==> src/rtl/lbd_pkg.sv <==
package lbd_pkg;
  localparam int NDEV       = 9;
  localparam int DEV_FLASHA = 0;
  localparam int DEV_FLASHB = 1;
  localparam int DEV_SRAM   = 2;
  localparam int DEV_BCTL   = 3;
  localparam int DEV_LCSR   = 4;
  localparam int DEV_GCSR   = 5;
  localparam int DEV_ECC0   = 6;
  localparam int DEV_ECC1   = 7;
  localparam int DEV_BBRAM  = 8;

  localparam logic [1:0] SZ_WORD  = 2'b10;
  localparam logic [2:0] TT_MAXOK = 3'd2;

  typedef enum logic [1:0] {
    ST_IDLE = 2'd0,
    ST_WAIT = 2'd1,
    ST_DONE = 2'd2
  } lbd_state_e;
endpackage

==> src/rtl/lbd_window.sv <==
module lbd_window #(
  parameter int AW = 32
) (
  input  logic [AW-1:0] addr,
  input  logic [AW-1:0] base,
  input  logic [AW-1:0] mask,
  input  logic          en,
  output logic          hit
);
  assign hit = en && (((addr ^ base) & mask) == '0);
endmodule

==> src/rtl/lbd_fixed_map.sv <==
module lbd_fixed_map
  import lbd_pkg::*;
(
  input  logic [31:0]     addr,
  input  logic            mezz_present,
  output logic [NDEV-1:0] hit
);
  logic unused_low;
  assign unused_low = ^addr[7:0];

  always_comb begin
    hit = '0;
    hit[DEV_FLASHA] = (addr[31:21] == 11'h7FC);
    hit[DEV_FLASHB] = (addr[31:21] == 11'h7FD);
    hit[DEV_SRAM]   = (addr[31:17] == 15'h7FF0);
    hit[DEV_BCTL]   = (addr[31:12] == 20'hFFF42);
    hit[DEV_LCSR]   = (addr[31:8]  == 24'hFFF400);
    hit[DEV_GCSR]   = (addr[31:8]  == 24'hFFF401);
    hit[DEV_ECC0]   = mezz_present && (addr[31:12] == 20'hFFF43) && !addr[8];
    hit[DEV_ECC1]   = mezz_present && (addr[31:12] == 20'hFFF43) &&  addr[8];
    hit[DEV_BBRAM]  = (addr[31:16] == 16'hFFFC);
  end
endmodule

==> src/rtl/lbd_resp_fsm.sv <==
module lbd_resp_fsm
  import lbd_pkg::*;
#(
  parameter int CNT_W = 8
) (
  input  logic             clk,
  input  logic             rstn_s,
  input  logic             strobe,
  input  logic             claimed,
  input  logic             illegal,
  input  logic             tmr_en,
  input  logic [CNT_W-1:0] tmr_count,
  output logic             ack,
  output logic             tea,
  output logic             start,
  output logic             waiting
);
  lbd_state_e       st_q, st_d;
  logic [CNT_W-1:0] cnt_q, cnt_d;
  logic             cnt_en;
  logic             ack_q, ack_d, tea_q, tea_d;

  always_comb begin
    st_d   = st_q;
    cnt_d  = cnt_q;
    cnt_en = 1'b0;
    ack_d  = 1'b0;
    tea_d  = 1'b0;
    start  = (st_q == ST_IDLE) && strobe;
    case (st_q)
      ST_IDLE: begin
        if (strobe) begin
          if (claimed) begin
            st_d  = ST_DONE;
            ack_d = !illegal;
            tea_d = illegal;
          end else begin
            st_d   = ST_WAIT;
            cnt_d  = tmr_count;
            cnt_en = 1'b1;
          end
        end
      end
      ST_WAIT: begin
        if (!strobe) begin
          st_d = ST_IDLE;
        end else if (tmr_en) begin
          if (cnt_q == '0) begin
            tea_d = 1'b1;
            st_d  = ST_DONE;
          end else begin
            cnt_d  = cnt_q - 1'b1;
            cnt_en = 1'b1;
          end
        end
      end
      ST_DONE: begin
        if (!strobe) st_d = ST_IDLE;
      end
      default: st_d = ST_IDLE;
    endcase
  end

  always_ff @(posedge clk or negedge rstn_s) begin
    if (!rstn_s) begin
      st_q  <= ST_IDLE;
      ack_q <= 1'b0;
      tea_q <= 1'b0;
    end else begin
      st_q  <= st_d;
      ack_q <= ack_d;
      tea_q <= tea_d;
    end
  end

  always_ff @(posedge clk or negedge rstn_s) begin
    if (!rstn_s)     cnt_q <= '0;
    else if (cnt_en) cnt_q <= cnt_d;
  end

  assign ack     = ack_q;
  assign tea     = tea_q;
  assign waiting = (st_q == ST_WAIT);
endmodule

==> src/rtl/lbus_decoder.sv <==
module lbus_decoder
  import lbd_pkg::*;
#(
  parameter int NUM_DRAM = 2,
  parameter int CNT_W    = 8
) (
  input  logic                     clk,
  input  logic                     rst_n,
  input  logic [31:0]              addr,
  input  logic [1:0]               size,
  input  logic                     wr,
  input  logic                     strobe,
  input  logic [2:0]               tt,
  input  logic                     ovl_clr,
  input  logic                     mezz_present,
  input  logic [NUM_DRAM-1:0][31:0] dram_base,
  input  logic [NUM_DRAM-1:0][31:0] dram_mask,
  input  logic [NUM_DRAM-1:0]      dram_en,
  input  logic [31:0]              sram_base,
  input  logic [31:0]              sram_mask,
  input  logic                     sram_en,
  input  logic                     tmr_en,
  input  logic [CNT_W-1:0]         tmr_count,
  output logic [NDEV-1:0]          dev_sel,
  output logic [NUM_DRAM-1:0]      dram_sel,
  output logic                     ack,
  output logic                     tea
);
  localparam logic [10:0] OVL_TOP = 11'h000;

  logic [1:0] rst_sync_q;
  logic       rstn_s;
  always_ff @(posedge clk or negedge rst_n) begin
    if (!rst_n) rst_sync_q <= 2'b00;
    else        rst_sync_q <= {rst_sync_q[0], 1'b1};
  end
  assign rstn_s = rst_sync_q[1];

  logic ovl_q;
  always_ff @(posedge clk or negedge rstn_s) begin
    if (!rstn_s)      ovl_q <= 1'b1;
    else if (ovl_clr) ovl_q <= 1'b0;
  end

  logic [NDEV-1:0]     fix_hit;
  logic [NUM_DRAM-1:0] dram_hit;
  logic                sram_hit;

  lbd_fixed_map u_fixed (
    .addr         (addr),
    .mezz_present (mezz_present),
    .hit          (fix_hit)
  );

  for (genvar gi = 0; gi < NUM_DRAM; gi++) begin : g_dram
    lbd_window #(.AW(32)) u_win (
      .addr (addr),
      .base (dram_base[gi]),
      .mask (dram_mask[gi]),
      .en   (dram_en[gi]),
      .hit  (dram_hit[gi])
    );
  end

  lbd_window #(.AW(32)) u_sram_win (
    .addr (addr),
    .base (sram_base),
    .mask (sram_mask),
    .en   (sram_en),
    .hit  (sram_hit)
  );

  logic tt_ok, ovl_hit, found;
  assign tt_ok   = (tt <= TT_MAXOK);
  assign ovl_hit = ovl_q && (addr[31:21] == OVL_TOP);

  always_comb begin
    dev_sel  = '0;
    dram_sel = '0;
    found    = 1'b0;
    if (strobe && tt_ok) begin
      if (ovl_hit) begin
        dev_sel[DEV_FLASHA] = 1'b1;
      end else if (|fix_hit) begin
        dev_sel = fix_hit;
      end else if (|dram_hit) begin
        for (int i = 0; i < NUM_DRAM; i++) begin
          if (dram_hit[i] && !found) begin
            dram_sel[i] = 1'b1;
            found       = 1'b1;
          end
        end
      end else if (sram_hit) begin
        dev_sel[DEV_SRAM] = 1'b1;
      end
    end
  end

  logic claimed, illegal, start, waiting;
  assign claimed = (|dev_sel) || (|dram_sel);
  assign illegal = dev_sel[DEV_LCSR] && wr && (size != SZ_WORD);

  lbd_resp_fsm #(.CNT_W(CNT_W)) u_resp (
    .clk       (clk),
    .rstn_s    (rstn_s),
    .strobe    (strobe),
    .claimed   (claimed),
    .illegal   (illegal),
    .tmr_en    (tmr_en),
    .tmr_count (tmr_count),
    .ack       (ack),
    .tea       (tea),
    .start     (start),
    .waiting   (waiting)
  );
endmodule

==> config.mk <==
export PLATFORM = sky130hd
export DESIGN_NAME = lbus_decoder
export DESIGN_NICKNAME = d
export VERILOG_FILES = /design/src/rtl/lbd_pkg.sv /design/src/rtl/lbd_window.sv /design/src/rtl/lbd_fixed_map.sv /design/src/rtl/lbd_resp_fsm.sv /design/src/rtl/lbus_decoder.sv
export SDC_FILE = /design/constraint.sdc
export NUM_CORES = 1
export LEC_CHECK = 0
export ABC_AREA = 0
export BUFFER_PORTS_ARGS = -buffer_cell sky130_fd_sc_hd__buf_2
export CAP_MARGIN = 20
export CORE_AREA = 3 3 99 101
export CTS_BUF_LIST = sky130_fd_sc_hd__clkbuf_8
export DETAILED_ROUTE_END_ITERATION = 7
export DIE_AREA = 0 0 102 104
export PLACE_DENSITY = 0.77
export SLEW_MARGIN = 25
export SYNTH_ARGS = -nofsm -noshare
export SYNTH_HDL_FRONTEND = slang
export SYNTH_SLANG_ARGS = --single-unit
==> constraint.sdc <==
create_clock -name clk -period 5.2 [get_ports clk]
set_input_delay 0.52 -clock clk [delete_from_list [all_inputs] [get_ports clk]]
set_output_delay 0.52 -clock clk [all_outputs]
set_load 0.02 [all_outputs]
==> impl.org <==
** Detailed routing
- Initial DRC count :: about 320
- After detailed routing, the average wire length per cell comes to 24.6 um.
- After detailed routing, the number of remaining DRC violations is 0.
- The detailed router placed around 4400 vias in this run.
- Post-route antenna net violation count :: 0
- For this run, the detailed router's first-pass iteration total came to 6.
- In the routed layout, each cell is associated on average with a via count of 5.90.
- Overall routed net length :: approximately 18000 um

** CTS
- Buffers inserted to repair hold after CTS numbered 0.
- Clock Pin Slew Worst Setup and Hold Paths :: 60 ps
- CTS built an H-tree with a depth of 1.
- CTS tree :: built
- Number of buffers added for setup after CTS :: 0
- The clock passes through at most 2 buffers.
- Clock latency on the worst-skew pair :: 250 ps
- CTS Buf Count :: 3
- The number of gates resized after CTS was 0.
- Clock sink count :: 15
- Cell chosen for the clock root :: clkbuf_8

** STA
- The number of slew-limit violations in the final report was 0.
- Worst Skew :: 0.807 ps
- The tightest hold path in the finished design has a slack of roughly 46 ps.
- Total negative slack for setup checks :: 0 ps
- Setup repair after global routing missed its margin :: no
- The worst pin sits at a relative slew slack of 47.6%.
- Final period utilization :: 60.7%
- The number of failing hold endpoints at the final stage was 0.
- Setup violations remaining at the end of the flow were counted as 0.
- After layout, the minimum clock period comes to between 3000 and 4000 ps.
- Maximum frequency from static timing analysis :: 317 MHz
- Transition time at the pin with the least slew margin :: 779 ps

** Critical path
- STA classifies the critical path startpoint as a primary input.
- Ordered cell list for the critical path :: buf_2 -> nor4_1 -> o221a_2 -> o21ai_0 -> nand3_1 -> a21oi_1 -> inv_1 -> nor4b_1 -> buf_2
- Number of buffers and inverters on the critical path :: 3
- CP required :: 4680 ps
- In this design, the largest share of critical-path delay is due to compound AO/OA/AOI/OAI gates.
- The worst register-to-register path ends at u_resp.cnt_q[4]$_DFFE_PN0P_.
- CP max stage delay :: 390 ps
- Cell with the largest stage delay on the worst path :: nor4b_1
- Timing startpoint of the critical path :: addr[12]
- The critical path in this run is classified as primary input to output port.
- CP dominant cell by count :: buf_2
- The critical path runs through a total of 9 cells.
- Cell depth of the worst flop-to-flop path :: 8
- R2R setup slack :: 2810 ps
- Arrival time reported for the critical path endpoint :: ~2600 ps
- FF-to-FF Start :: u_resp.cnt_q[3]$_DFFE_PN0P_
- STA classifies the critical path endpoint as an output port.
- In this run the worst path has a maximum fanout of 7.
- Crit path capture :: dram_sel[1]

** Floorplan
- Overall die height :: 104 um
- For this design the top-level I/O count stands at 260.
- The floorplan has 35 rows.
- The die covers about 11000 sq um.
- Once the floorplan was initialized, standard cells occupied 33.3% of the core.
- X dimension of the die :: 102 um
- The core region is 9110 sq um.

** Placement
- The HPWL after detailed placement is 16500 um.
- Buffers placed on the I/O ports in this run total 259.
- Routability cong. :: slightly above 1
- In this run, placement finished with an instance count of 746.

** Cells and area
- Post-Route Utilization :: ~48%
- Area added between synthesis and finish :: 44.0%
- Final layout net count :: 889
- Share of layout cells above drive strength 1 :: 42.4%
- # diodes :: 0
- Post-route insts no fill :: 750

** Global route
- The total overflow left after global routing is 0.
- Via count of the first global-routing pass :: 4575
- Global routing consumed, over all layers together, approximately a third of the routing resources.
- Pin count of the biggest net entering global routing :: 15
- The initial antenna violation count was 0.
- The first global-routing pass estimated 26400 um of wire.

** Synthesis
- Share of synthesized area occupied by flip-flops and latches :: 12.4%
- Avg Inst Size Synth :: 7.66 sq um
- Share of async-settable or async-resettable flops after synthesis :: 100%
- Yosys synthesis warning count :: 0
- After synthesis, the netlist uses 48 different library cells.
- In the synthesized netlist, the number of instances is between 300 and 400.
- The synthesized netlist occupies a cell area of 3030 sq um.
- Synthesis produced a netlist with a net count of 645.
- In this run, synthesis inferred 0 flip-flops with an integrated enable.
- Top flip-flop cell by instance count after synthesis :: dfrtp_1
- Register bit total from synthesis :: 15

** Power and ir drop
- Switching part of the total :: 45.7%
- Power share of the sequential group :: 23.4%
- Internal power comes to 0.000383 W.
- Net load switching power :: 0.000323 W
- Combinational logic burns 63.6% of the power.
- Total power per unit cell area :: 161 nW/um^2
- Fraction of power consumed by the clock network :: a little over an eighth
- VDD sags by at most about 0.00010 V.
- In this run the static leakage power is 2.27 nW.

** Hold path
- Path type of the worst min-delay path :: primary input to async pin

** Outcome
- The run finished with clean final reports.

** Job
- Number of violations of the max-capacitance limit :: 0
synthesized netlist by cell type (4+ instances only):
cell type | n | area [sq um]
nor2b_1 | 4 | 25.0
a22oi_1 | 48 | 360
a22o_1 | 4 | 35.0
inv_1 | 8 | 30.0
or3_1 | 4 | 25.0
dfrtp_1 | 14 | 350
a41oi_1 | 4 | 35.0
nor2_1 | 13 | 48.8
nor4_1 | 8 | 50.1
a32o_1 | 5 | 50.1
and3_1 | 6 | 37.5
nand3_1 | 5 | 25.0
buf_2 | 8 | 40.0
buf_6 | 8 | 90.1
xor2_1 | 96 | 841
nand4_1 | 28 | 175
a21oi_1 | 6 | 30.0
nor3_1 | 11 | 55.1
nand2b_1 | 6 | 37.5
nand2_1 | 53 | 199
a221oi_1 | 11 | 96.3
o21ai_0 | 6 | 30.0
metrics by stage:
step	power [W]	cell area [sq um]	setup slack [ps]
2_1_floorplan	0.000401	3030	2290
3_3_place_gp	0.000606	4320	2140
3_5_place_dp	0.000605	4320	2150
4_1_cts	0.000699	4370	2140
5_1_grt	0.000758	4370	2010
6_report	0.000705	4370	2040
logic make-up after synthesis:
group / synth area share [%]
XOR/XNOR: 27.7
AO/OA/AOI/OAI: 26.9
buffers and inverters: 5.77
flip-flops: 12.4
adder cells (fa/ha/maj): 0.825
other: 0.124
multiplexers: 0.660
AND/OR/NAND/NOR: 25.6
flip-flops by register name, summed over array words and instances (netlist names):
signal and flops:
u_resp.cnt_q 8, rst_sync_q 2, u_resp.st_q 2, ovl_q 1
u_resp.ack 1, u_resp.tea 1
placed cells by master (no fill, tap or decap), drive strengths merged, types with 3 or more instances in the layout:
cell / Yosys / routed
a22oi: 49 / 49
a21boi: 3 / 3
nand2: 53 / 53
clkbuf: 3 / 3
nor2b: 4 / 4
a211oi: 3 / 3
a222oi: 3 / 3
o21ai: 6 / 6
a21oi: 6 / 6
a221oi: 11 / 11
nor3: 11 / 11
nand2b: 6 / 6
a32o: 5 / 5
or3: 4 / 4
a41oi: 4 / 4
dfrtp: 14 / 14
nand4: 28 / 28
and3: 6 / 6
nor2: 14 / 14
nor4: 8 / 8
buf: 17 / 259
nand3: 5 / 5
a22o: 4 / 4
inv: 8 / 9
xor2: 96 / 96
area by class of cell:
| cell class | instances | area (sq um) |
|---|---|---|
| clock inverter | 1 | 3.75 |
| tap | 111 | 139 |
| fill | 966 | 4740 |
| multi-input combinational | 353 | 2480 |
| timing repair buffer | 259 | 1300 |
| sequential | 15 | 377 |
| inverter | 8 | 30.0 |
| clock buffer | 3 | 41.3 |
power groups by stage:
stage | clock, W | sequential, W | combinational [W]
floorplan | 0 | 0.000158 | 0.000243
global placement | 0 | 0.000165 | 0.000441
detailed placement | 0 | 0.000168 | 0.000437
CTS | 0.0000943 | 0.000165 | 0.000440
global route | 0.000103 | 0.000169 | 0.000485
finish | 0.0000922 | 0.000165 | 0.000448
metal layers:
| layer | part of all wire [%] | up-vias | GRT usage, % | wire length, um |
|---|---|---|---|---|
| met5 | 0 | - | 0 | 0 |
| met2 | 47 | 306 | 55.0 | 8690 |
| met1 | 38 | 2072 | 42.7 | 7020 |
| li1 | - | 1989 | - | - |
| met3 | 10 | 59 | 6.30 | 1910 |
| met4 | 4.6 | 0 | 13.0 | 846 |
worst register-to-register path: cells and delay by family (launching register included):
family          cells  cell delay [ps]
flops               1              430
simple gates        7             1610
compound gates      1              240
worst min path at each step:
stage | startpoint | end | slack [ps] | depth (start not counted)
2_1_floorplan | rst_sync_q[1]$_DFF_PN0_ | u_resp.ack$_DFF_PN0_ | 160 | 0
3_3_place_gp | rst_sync_q[1]$_DFF_PN0_ | u_resp.cnt_q[3]$_DFFE_PN0P_ | 220 | 0
3_5_place_dp | rst_sync_q[1]$_DFF_PN0_ | u_resp.cnt_q[4]$_DFFE_PN0P_ | 230 | 0
4_1_cts | rst_n | rst_sync_q[0]$_DFF_PN0_ | 40 | 1
5_1_grt | rst_n | rst_sync_q[1]$_DFF_PN0_ | 40 | 1
6_report | rst_n | rst_sync_q[0]$_DFF_PN0_ | 50 | 1
Power figures use the tool's default switching activity.
